$ cat src/rtl/eqs_pkg.sv
package eqs_pkg;
  typedef enum logic [1:0] {
    ST_IDLE = 2'd0,
    ST_LOAD = 2'd1,
    ST_RUN  = 2'd2
  } eqs_state_e;
endpackage

$ cat src/rtl/eqs_ctrl.sv
module eqs_ctrl
  import eqs_pkg::*;
#(
  parameter int T_WB = 4,
  parameter int CW   = $clog2(T_WB + 3)
) (
  input  logic          clk_i,
  input  logic          rst_ni,
  input  logic          start_i,
  output logic          accept_o,
  output logic          load_o,
  output logic          in_run_o,
  output logic [CW-1:0] cnt_o,
  output logic          ref_halt_o,
  output logic          impl_halt_o,
  output logic          impl_rst_o,
  output logic          check_o
);
  localparam logic [CW-1:0] LastRun = CW'(T_WB + 1);
  localparam logic [CW-1:0] ChkStep = CW'(T_WB + 2);

  eqs_state_e    state_q;
  logic [CW-1:0] cnt_q;

  assign accept_o = (state_q == ST_IDLE) && start_i;
  assign load_o   = (state_q == ST_LOAD);
  assign in_run_o = (state_q == ST_RUN);

  always_ff @(posedge clk_i or negedge rst_ni) begin
    if (!rst_ni) begin
      state_q <= ST_IDLE;
      cnt_q   <= '0;
    end else begin
      case (state_q)
        ST_IDLE: if (start_i) begin
          state_q <= ST_LOAD;
          cnt_q   <= '0;
        end
        ST_LOAD: begin
          state_q <= ST_RUN;
          cnt_q   <= '0;
        end
        ST_RUN: begin
          if (cnt_q == ChkStep) state_q <= ST_IDLE;
          else                  cnt_q   <= cnt_q + 1'b1;
        end
        default: state_q <= ST_IDLE;
      endcase
    end
  end

  assign cnt_o       = cnt_q;
  assign ref_halt_o  = !(in_run_o && cnt_q == '0);
  assign impl_rst_o  = in_run_o && cnt_q == '0;
  assign impl_halt_o = !(in_run_o && cnt_q != '0 && cnt_q <= LastRun);
  assign check_o     = in_run_o && cnt_q == ChkStep;
endmodule

$ cat src/rtl/eqs_fetch.sv
module eqs_fetch #(
  parameter int          IW       = 16,
  parameter logic [IW-1:0] NOP_WORD = '0
) (
  input  logic          clk_i,
  input  logic          rst_ni,
  input  logic          accept_i,
  input  logic          in_run_i,
  input  logic          fetch_req_i,
  input  logic [IW-1:0] opc_mask_i,
  input  logic [IW-1:0] opc_val_i,
  input  logic [IW-1:0] free_bits_i,
  output logic [IW-1:0] ref_fetch_o,
  output logic [IW-1:0] fetch_data_o
);
  logic [IW-1:0] word_d, word_q;
  logic          served_q;

  // per-bit choice between constant field and free operand
  for (genvar b = 0; b < IW; b++) begin : g_bit
    assign word_d[b] = opc_mask_i[b] ? opc_val_i[b] : free_bits_i[b];
  end

  always_ff @(posedge clk_i or negedge rst_ni) begin
    if (!rst_ni) begin
      word_q   <= NOP_WORD;
      served_q <= 1'b0;
    end else if (accept_i) begin
      word_q   <= word_d;
      served_q <= 1'b0;
    end else if (in_run_i && fetch_req_i) begin
      served_q <= 1'b1;
    end
  end

  assign ref_fetch_o  = word_q;
  assign fetch_data_o = served_q ? NOP_WORD : word_q;
endmodule

$ cat src/rtl/eqs_reduce.sv
module eqs_reduce #(
  parameter int DW = 16
) (
  input  logic          clk_i,
  input  logic          rst_ni,
  input  logic          accept_i,
  input  logic [1:0]    red_sel_i,
  input  logic [DW-1:0] init_data_i,
  output logic [DW-1:0] red_mask_o,
  output logic [DW-1:0] init_data_o
);
  localparam int KeepHalf  = DW / 2;
  localparam int KeepQuart = DW / 4;
  localparam int KeepEight = DW / 8;

  logic [1:0] sel_q;

  always_ff @(posedge clk_i or negedge rst_ni) begin
    if (!rst_ni)       sel_q <= 2'd0;
    else if (accept_i) sel_q <= red_sel_i;
  end

  for (genvar b = 0; b < DW; b++) begin : g_keep
    localparam bit InHalf  = (b < KeepHalf);
    localparam bit InQuart = (b < KeepQuart);
    localparam bit InEight = (b < KeepEight);
    always_comb begin
      case (sel_q)
        2'd0:    red_mask_o[b] = 1'b1;
        2'd1:    red_mask_o[b] = InHalf;
        2'd2:    red_mask_o[b] = InQuart;
        default: red_mask_o[b] = InEight;
      endcase
    end
  end

  assign init_data_o = init_data_i & red_mask_o;
endmodule

$ cat src/rtl/eqs_verdict.sv
module eqs_verdict #(
  parameter int N_RES = 4,
  parameter int N_ASM = 2
) (
  input  logic             clk_i,
  input  logic             rst_ni,
  input  logic             accept_i,
  input  logic             check_i,
  input  logic [N_RES-1:0] res_eq_i,
  input  logic [N_ASM-1:0] asm_ok_i,
  output logic             done_o,
  output logic             pass_o
);
  logic mismatch;
  logic done_q, pass_q;

  // implication: assumptions hold -> every resource equal
  assign mismatch = (&asm_ok_i) && !(&res_eq_i);

  always_ff @(posedge clk_i or negedge rst_ni) begin
    if (!rst_ni) begin
      done_q <= 1'b0;
      pass_q <= 1'b0;
    end else if (accept_i) begin
      done_q <= 1'b0;
      pass_q <= 1'b0;
    end else if (check_i) begin
      done_q <= 1'b1;
      pass_q <= !mismatch;
    end
  end

  assign done_o = done_q;
  assign pass_o = pass_q;
endmodule

$ cat src/rtl/lockstep_eq_seq.sv
module lockstep_eq_seq #(
  parameter int          IW       = 16,
  parameter int          DW       = 16,
  parameter int          T_WB     = 4,
  parameter int          N_RES    = 4,
  parameter int          N_ASM    = 2,
  parameter logic [IW-1:0] NOP_WORD = '0,
  parameter int          CW       = $clog2(T_WB + 3)
) (
  input  logic             clk_i,
  input  logic             rst_ni,
  input  logic             start_i,
  input  logic [IW-1:0]    opc_mask_i,
  input  logic [IW-1:0]    opc_val_i,
  input  logic [IW-1:0]    free_bits_i,
  input  logic [1:0]       red_sel_i,
  input  logic [DW-1:0]    init_data_i,
  input  logic             fetch_req_i,
  input  logic [N_RES-1:0] res_eq_i,
  input  logic [N_ASM-1:0] asm_ok_i,
  output logic             load_o,
  output logic [DW-1:0]    init_data_o,
  output logic [DW-1:0]    red_mask_o,
  output logic [IW-1:0]    ref_fetch_o,
  output logic [IW-1:0]    fetch_data_o,
  output logic             ref_halt_o,
  output logic             impl_halt_o,
  output logic             impl_rst_o,
  output logic [CW-1:0]    cnt_o,
  output logic             check_o,
  output logic             done_o,
  output logic             pass_o
);
  logic accept;
  logic in_run;

  eqs_ctrl #(.T_WB(T_WB), .CW(CW)) u_ctrl (
    .clk_i, .rst_ni, .start_i,
    .accept_o   (accept),
    .load_o,
    .in_run_o   (in_run),
    .cnt_o,
    .ref_halt_o,
    .impl_halt_o,
    .impl_rst_o,
    .check_o
  );

  eqs_fetch #(.IW(IW), .NOP_WORD(NOP_WORD)) u_fetch (
    .clk_i, .rst_ni,
    .accept_i   (accept),
    .in_run_i   (in_run),
    .fetch_req_i,
    .opc_mask_i, .opc_val_i, .free_bits_i,
    .ref_fetch_o, .fetch_data_o
  );

  eqs_reduce #(.DW(DW)) u_reduce (
    .clk_i, .rst_ni,
    .accept_i   (accept),
    .red_sel_i, .init_data_i,
    .red_mask_o, .init_data_o
  );

  eqs_verdict #(.N_RES(N_RES), .N_ASM(N_ASM)) u_verdict (
    .clk_i, .rst_ni,
    .accept_i   (accept),
    .check_i    (check_o),
    .res_eq_i, .asm_ok_i,
    .done_o, .pass_o
  );
endmodule

$ cat config.mk
export PLATFORM = sky130hd
export DESIGN_NAME = lockstep_eq_seq
export DESIGN_NICKNAME = d
export VERILOG_FILES = /design/src/rtl/eqs_pkg.sv /design/src/rtl/eqs_ctrl.sv /design/src/rtl/eqs_fetch.sv /design/src/rtl/eqs_reduce.sv /design/src/rtl/eqs_verdict.sv /design/src/rtl/lockstep_eq_seq.sv
export SDC_FILE = /design/constraint.sdc
export NUM_CORES = 1
export LEC_CHECK = 0
export ABC_AREA = 1
export ABC_CLOCK_PERIOD_IN_PS = 1630
export BUFFER_PORTS_ARGS = -buffer_cell sky130_fd_sc_hd__buf_2
export CAP_MARGIN = 20
export CORE_MARGIN = 5
export CORE_UTILIZATION = 40
export DETAILED_ROUTE_END_ITERATION = 7
export GPL_ROUTABILITY_DRIVEN = 0
export MAX_ROUTING_LAYER = met4
export PLACE_DENSITY = 0.9
export SLEW_MARGIN = 15
export SYNTH_ARGS = -nofsm -noshare
export SYNTH_HDL_FRONTEND = slang
export SYNTH_HIERARCHICAL = 1
export SYNTH_SLANG_ARGS = --single-unit
$ cat constraint.sdc
create_clock -name clk_i -period 1.63 [get_ports clk_i]
set_clock_uncertainty 0.1 [all_clocks]
set_input_delay 0.326 -clock clk_i [delete_from_list [all_inputs] [get_ports clk_i]]
set_output_delay 0.326 -clock clk_i [all_outputs]
set_load 0.01 [all_outputs]
; ---- Word level (Yosys, flattened, before mapping)
; Cells that the tools add are included.
[word_totals]
mem_count = 0
ff_bits = 26
out_inout_bits = 74
latch_bits = 0
input_bits = 76
romBits = 0
word_cells = 74
mem_bits_rw = 0
[op_classes]
bitwise = 1
reduce_logical = 24
add_sub_neg = 1
order_cmp = 1
n_mux = 32
shift = 0
n_eq_ne = 8
div_mod_pow = 0
mul = 0
[ops]
columns = cell, count
row1 = 2-to-1 mux 1 bit, 25
row2 = AND 16 bit, 1
row3 = 2-to-1 mux 16 bit, 1
row4 = one-hot mux 3 bit (3 select lines), 1
row5 = logical AND 1 bit, 7
row6 = 2-to-1 mux 3 bit, 2
row7 = != test 2 bit (second input constant), 3
row8 = one-hot mux 2 bit (3 select lines), 1
row9 = nonzero test 3 bit, 2
row10 = equality test 2 x 1 -> 1 bit (second input constant), 2
row11 = equality test 2 bit (second input constant), 2
row12 = zero test 1 bit, 4
row13 = zero test 2 bit, 2
row14 = 2-to-1 mux 2 bit, 2
row15 = AND reduction 2 bit, 2
row16 = AND reduction 4 bit, 1
row17 = nonzero test 2 bit, 2
row18 = adder 3 x 1 -> 3 bit (second input constant), 1
row19 = equality test 3 bit (second input constant), 1
row20 = less-or-equal comparator 3 bit (second input constant), 1
row21 = zero test 3 bit, 1
row22 = AND reduction 3 bit, 1
row23 = OR reduction 3 bit, 1
row24 = OR reduction 2 bit, 1

; ---- Longest topological paths before layout
[logic_depth]
word_depth = 6
ltp_mapped = 8
ltp_nobuf = 7

; ---- Cells and area by module
; The synthesis kept the hierarchy.
[by_module_without_submodules]
columns = module, cells_per_inst, seq_area_each_um2, area_per_inst_um2, n_inst
row1 = eqs_fetch, 185, 425.4, 1143.6, 1
row2 = eqs_ctrl, 43, 125.1, 337.8, 1
row3 = eqs_reduce, 56, 50.0, 324.1, 1
row4 = eqs_verdict, 11, 50.0, 88.8, 1

; ---- Worst setup path after synthesis
; No wires, ideal clock.
[synth_timing]
path_type = register to register
from = register u_ctrl.cnt_q[0] (netlist: u_ctrl/cnt_o[0])
to = register u_verdict.pass_q (netlist: u_verdict/pass_o)
required_ps = 1411
period_less_slack_ps = 1539
t_arrival_ps = 1320
slack_ps = 91
stages_incl_launch_ff = 8
setup_time_ps = 119
n_path_buf = 0
cell_sequence = dfrtp_1 -> inv_1 -> ha_1 -> nand2_1 -> nor2_1 -> nand3_1 -> nor2_1 -> nor2_1
[synth_via]
elab_chain_cells = 3
[synth_lines]
columns = element, line
row1 = "start, declared", eqs_ctrl.sv:23  ; logic [CW-1:0] cnt_q;
row2 = "start signal, assigned", eqs_ctrl.sv:45  ; else cnt_q <= cnt_q + 1'b1;
row3 = equality test 3 bit, eqs_ctrl.sv:56  ; assign check_o = in_run_o && cnt_q == ChkStep;
row4 = logical AND 1 bit, eqs_ctrl.sv:56
row5 = net check_o, lockstep_eq_seq.sv:30  ; output logic check_o,
row6 = nonzero test 2 bit (no source line), --
row7 = "end signal, assigned", eqs_verdict.sv:29  ; pass_q <= !mismatch;
row8 = "end, declared", eqs_verdict.sv:15  ; logic done_q, pass_q;
; The timed path passes the listed nets, and every way through them passes these cells.
; A chain may end at the register's enable or synchronous reset.

; ---- Worst setup path after layout
[layout_timing]
from = register u_ctrl.cnt_q[0] (netlist: u_ctrl/cnt_o[0])
to = output ref_halt_o
[layout_via]
elab_chain_cells = 3
[layout_lines]
columns = element, line
row1 = zero test 3 bit, eqs_ctrl.sv:53  ; assign ref_halt_o = !(in_run_o && cnt_q == '0);
row2 = logical AND 1 bit, eqs_ctrl.sv:53
row3 = zero test 1 bit, eqs_ctrl.sv:53
row4 = "end, declared", lockstep_eq_seq.sv:26  ; output logic ref_halt_o,
; Every way passes these cells.

==> impl_metrics.sql <==
INSERT INTO impl_metrics (metric_group, metric, value, unit) VALUES
('global_route', 'gr-usage-all-layers', '0.172', ''),
('drt', 'postRouteAntennaNets', '0', ''),
('layout', 'antenna_cells_inserted', '0', ''),
('synth', 'syn_inst', '295', ''),
('min_path', 'hold_path_depth', '3', ''),
('setup_path', 'worstPathMaxFanout', '3', ''),
('global_route', 'grt_most_used_layer', 'met2', ''),
('pwr', 'p_leak', '1.88', 'nW'),
('drt', 'routed-via-count', '2125', ''),
('layout', 'drive_gt1_frac', '0.459', ''),
('sta', 'holdWs', '0.166', 'ns'),
('synth', 'post-synth-top-count-cell', 'inv_1', ''),
('synth', 'summed_instance_area_of_the_synthesized_netlist', '1890', 'um2'),
('global_route', 'first_global_vias', '2066', ''),
('setup_path', 'worst_ep_arrival_time', '1.25', 'ns'),
('layout', 'fin_util', '0.601', ''),
('setup_path', 'critical_path_buf_inv_count', '3', ''),
('drt', 'drt-vias-per-instance', '4.32', ''),
('layout', 'syn_to_final_growth', '47.8', '%'),
('layout', 'final_nets', '518', ''),
('die', 'floorplan.die.height', '78.8', 'um'),
('clocking', 'worstSkewPairLatency', '0.27', 'ns'),
('global_route', 'grt_util_met3', '0.0261', ''),
('global_route', 'grtUsageMet2', '0.331', ''),
('placement', 'placed_cell_area', '2540', 'um2'),
('drt', 'drt_first_pass_iters', '4', ''),
('sta', 'fmaxAchievable', '596', 'MHz'),
('job', 'max_cap_violations', '0', ''),
('setup_path', 'r2r_setup_slack', '0.13', 'ns'),
('setup_path', 'cp-start-kind', 'flip-flop', ''),
('global_route', 'grt_pass1_wl', '8580', 'um'),
('setup_path', 'crit_path_end_kind', 'output pin', ''),
('layout', 'ff_latch_area', '656', 'um2'),
('setup_path', 'timing.critical_path.max_delay_family', 'flip-flops', ''),
('drt', 'drcViolationCount', '0', ''),
('sta', 'timing_worst_slew_pin_value', '0.599', 'ns'),
('drt', 'initialDrtViolationCount', '62', ''),
('sta', 'final-setup-viol-count', '5', ''),
('setup_path', 'crit_slowest_cell', 'dfrtp_1', ''),
('clocking', 'clock-root-buffer', 'clkbuf_8', ''),
('setup_path', 'path_depth', '6', ''),
('die', 'ioPinCount', '150', ''),
('clocking', 'clock-sinks', '26', ''),
('sta', 'final_setup_slack_of_the_worst_path', '-0.0480', 'ns'),
('status', 'failing_checks', 'negative setup slack', ''),
('synth', 'post_synth_most_frequent_cells', 'inv_1, nand2_1, nor2_1', ''),
('setup_path', 'critical_path.cell_chain', 'inv_2, ha_4, nand2_4, nor2_4, inv_1, buf_2', ''),
('sta', 'finalHoldViolCount', '0', ''),
('synth', 'ys_dominant_reg_cell', 'dfrtp_1', ''),
('setup_path', 'worst_reg2reg_startpoint', 'u_ctrl/cnt_o[0]', ''),
('placement', 'placement.io_buffers', '143', ''),
('sta', 'period_minus_slack', '1.68', 'ns'),
('layout', 'fill_cells', '409', ''),
('pwr', 'total_power', '4.45', 'mW'),
('placement', 'hpwlAfterDp', '4260', 'um'),
('placement', 'post-place-cells', '475', ''),
('setup_path', 'cp_data_required_time', '1.20', 'ns'),
('global_route', 'largest_net_degree_at_the_start_of_global_routing', '27', ''),
('min_path', 'timing.hold.worst_endpoint', 'u_reduce/sel_q[1]', ''),
('die', 'floorplan.rows', '25', ''),
('min_path', 'hp-start', 'red_sel_i[1]', ''),
('synth', 'yosys-top-cells-area', 'dfrtp_1, inv_1, nand2_1', ''),
('placement', 'placement_stage_worst_setup_slack', '0.0834', 'ns'),
('synth', 'ys_async_sr_fraction', '1.00', ''),
('pwr', 'power_per_cell_area', '1590', 'nW/um2'),
('status', 'status', 'finished, violations left', ''),
('sta', 'grt_setup_unrepaired', 'true', ''),
('sta', 'finalSetupTns', '-0.135', 'ns'),
('pwr', 'vdd.ir_drop.worst', '0.000683', 'V'),
('clocking', 'htree_levels', '1', ''),
('setup_path', 'rr_worst_depth', '9', '');
worst reg2reg max path, delay by kind of cell, from the launching register on:
family / cells / cell delay (ns)
buffers and inverters: 3 / 0.33
adder cells (fa/ha/maj): 1 / 0.15
flip-flops: 1 / 0.40
AND/OR/NAND/NOR: 5 / 0.40
area by class of cell:
cell class / count / share of cell area
multi-input cells: 162 / 0.294
flip-flops and latches: 26 / 0.234
clock buffers: 4 / 0.0197
inverters: 88 / 0.122
repair buffers: 158 / 0.306
well taps: 54 / 0.0241
power breakdown:
part	internal, mW	switching (mW)
clock	0.216	0.198
sequential	0.936	0.344
combinational	1.19	1.57
total	2.34	2.11
sequential cells by signal, summed over array words and instances (netlist names):
signal and count:
u_fetch/served_q 1, u_verdict/done_o 1, u_ctrl/state_q 2, u_reduce/sel_q 2, u_fetch/ref_fetch_o 16, u_verdict/pass_o 1, u_ctrl/cnt_o 3
routing by layer:
layer	up-vias	wire [um]
li1	1097	-
met1	930	2200
met2	90	3090
met3	8	459
met4	0	66
met5	-	0
cells by family (layout without fill, tap and decap cells):
kind of cell    Yosys count  after routing  synth area share
buf+inv                 108            250             0.266
simple gates            152            152             0.347
flops                    26             26             0.343
other cells               1              2           0.00198
fa+ha+maj                 3              3            0.0198
compound gates            5              5            0.0218
worst max path at each step:
stage,start,slack [ns],to
final,u_ctrl/cnt_o[0],-0.05,ref_halt_o
after global routing,u_ctrl/cnt_o[0],-0.09,ref_halt_o
after CTS,u_ctrl/cnt_o[1],-0.06,check_o
after detailed placement,u_ctrl/cnt_o[0],0.08,check_o
after global placement,u_ctrl/cnt_o[0],0.16,check_o
after floorplan,u_ctrl/cnt_o[0],0.09,u_verdict/pass_o
repair_timing:
action | CTS | global route
endpoints found under the hold margin | 26 | 0
endpoints found under the setup margin | 30 | 18
gates cloned | 0 | 0
pin swaps | 3 | 4
hold buffers | 1 | 0
gates resized for setup | 11 | 20
setup buffers | 8 | 4
layout by cell type (no fill, tap or decap), drive strengths merged:
master / instances
a21oi: 1
nor2: 41
conb: 2
nand4: 2
inv: 88
ha: 3
buf: 157
clkbuf: 4
o21bai: 1
dlygate4sd3: 1
o211ai: 1
dfrtp: 26
nand2: 87
nand3: 20
o21ai: 2
and2: 2
(Power assumes the default switching activity.)
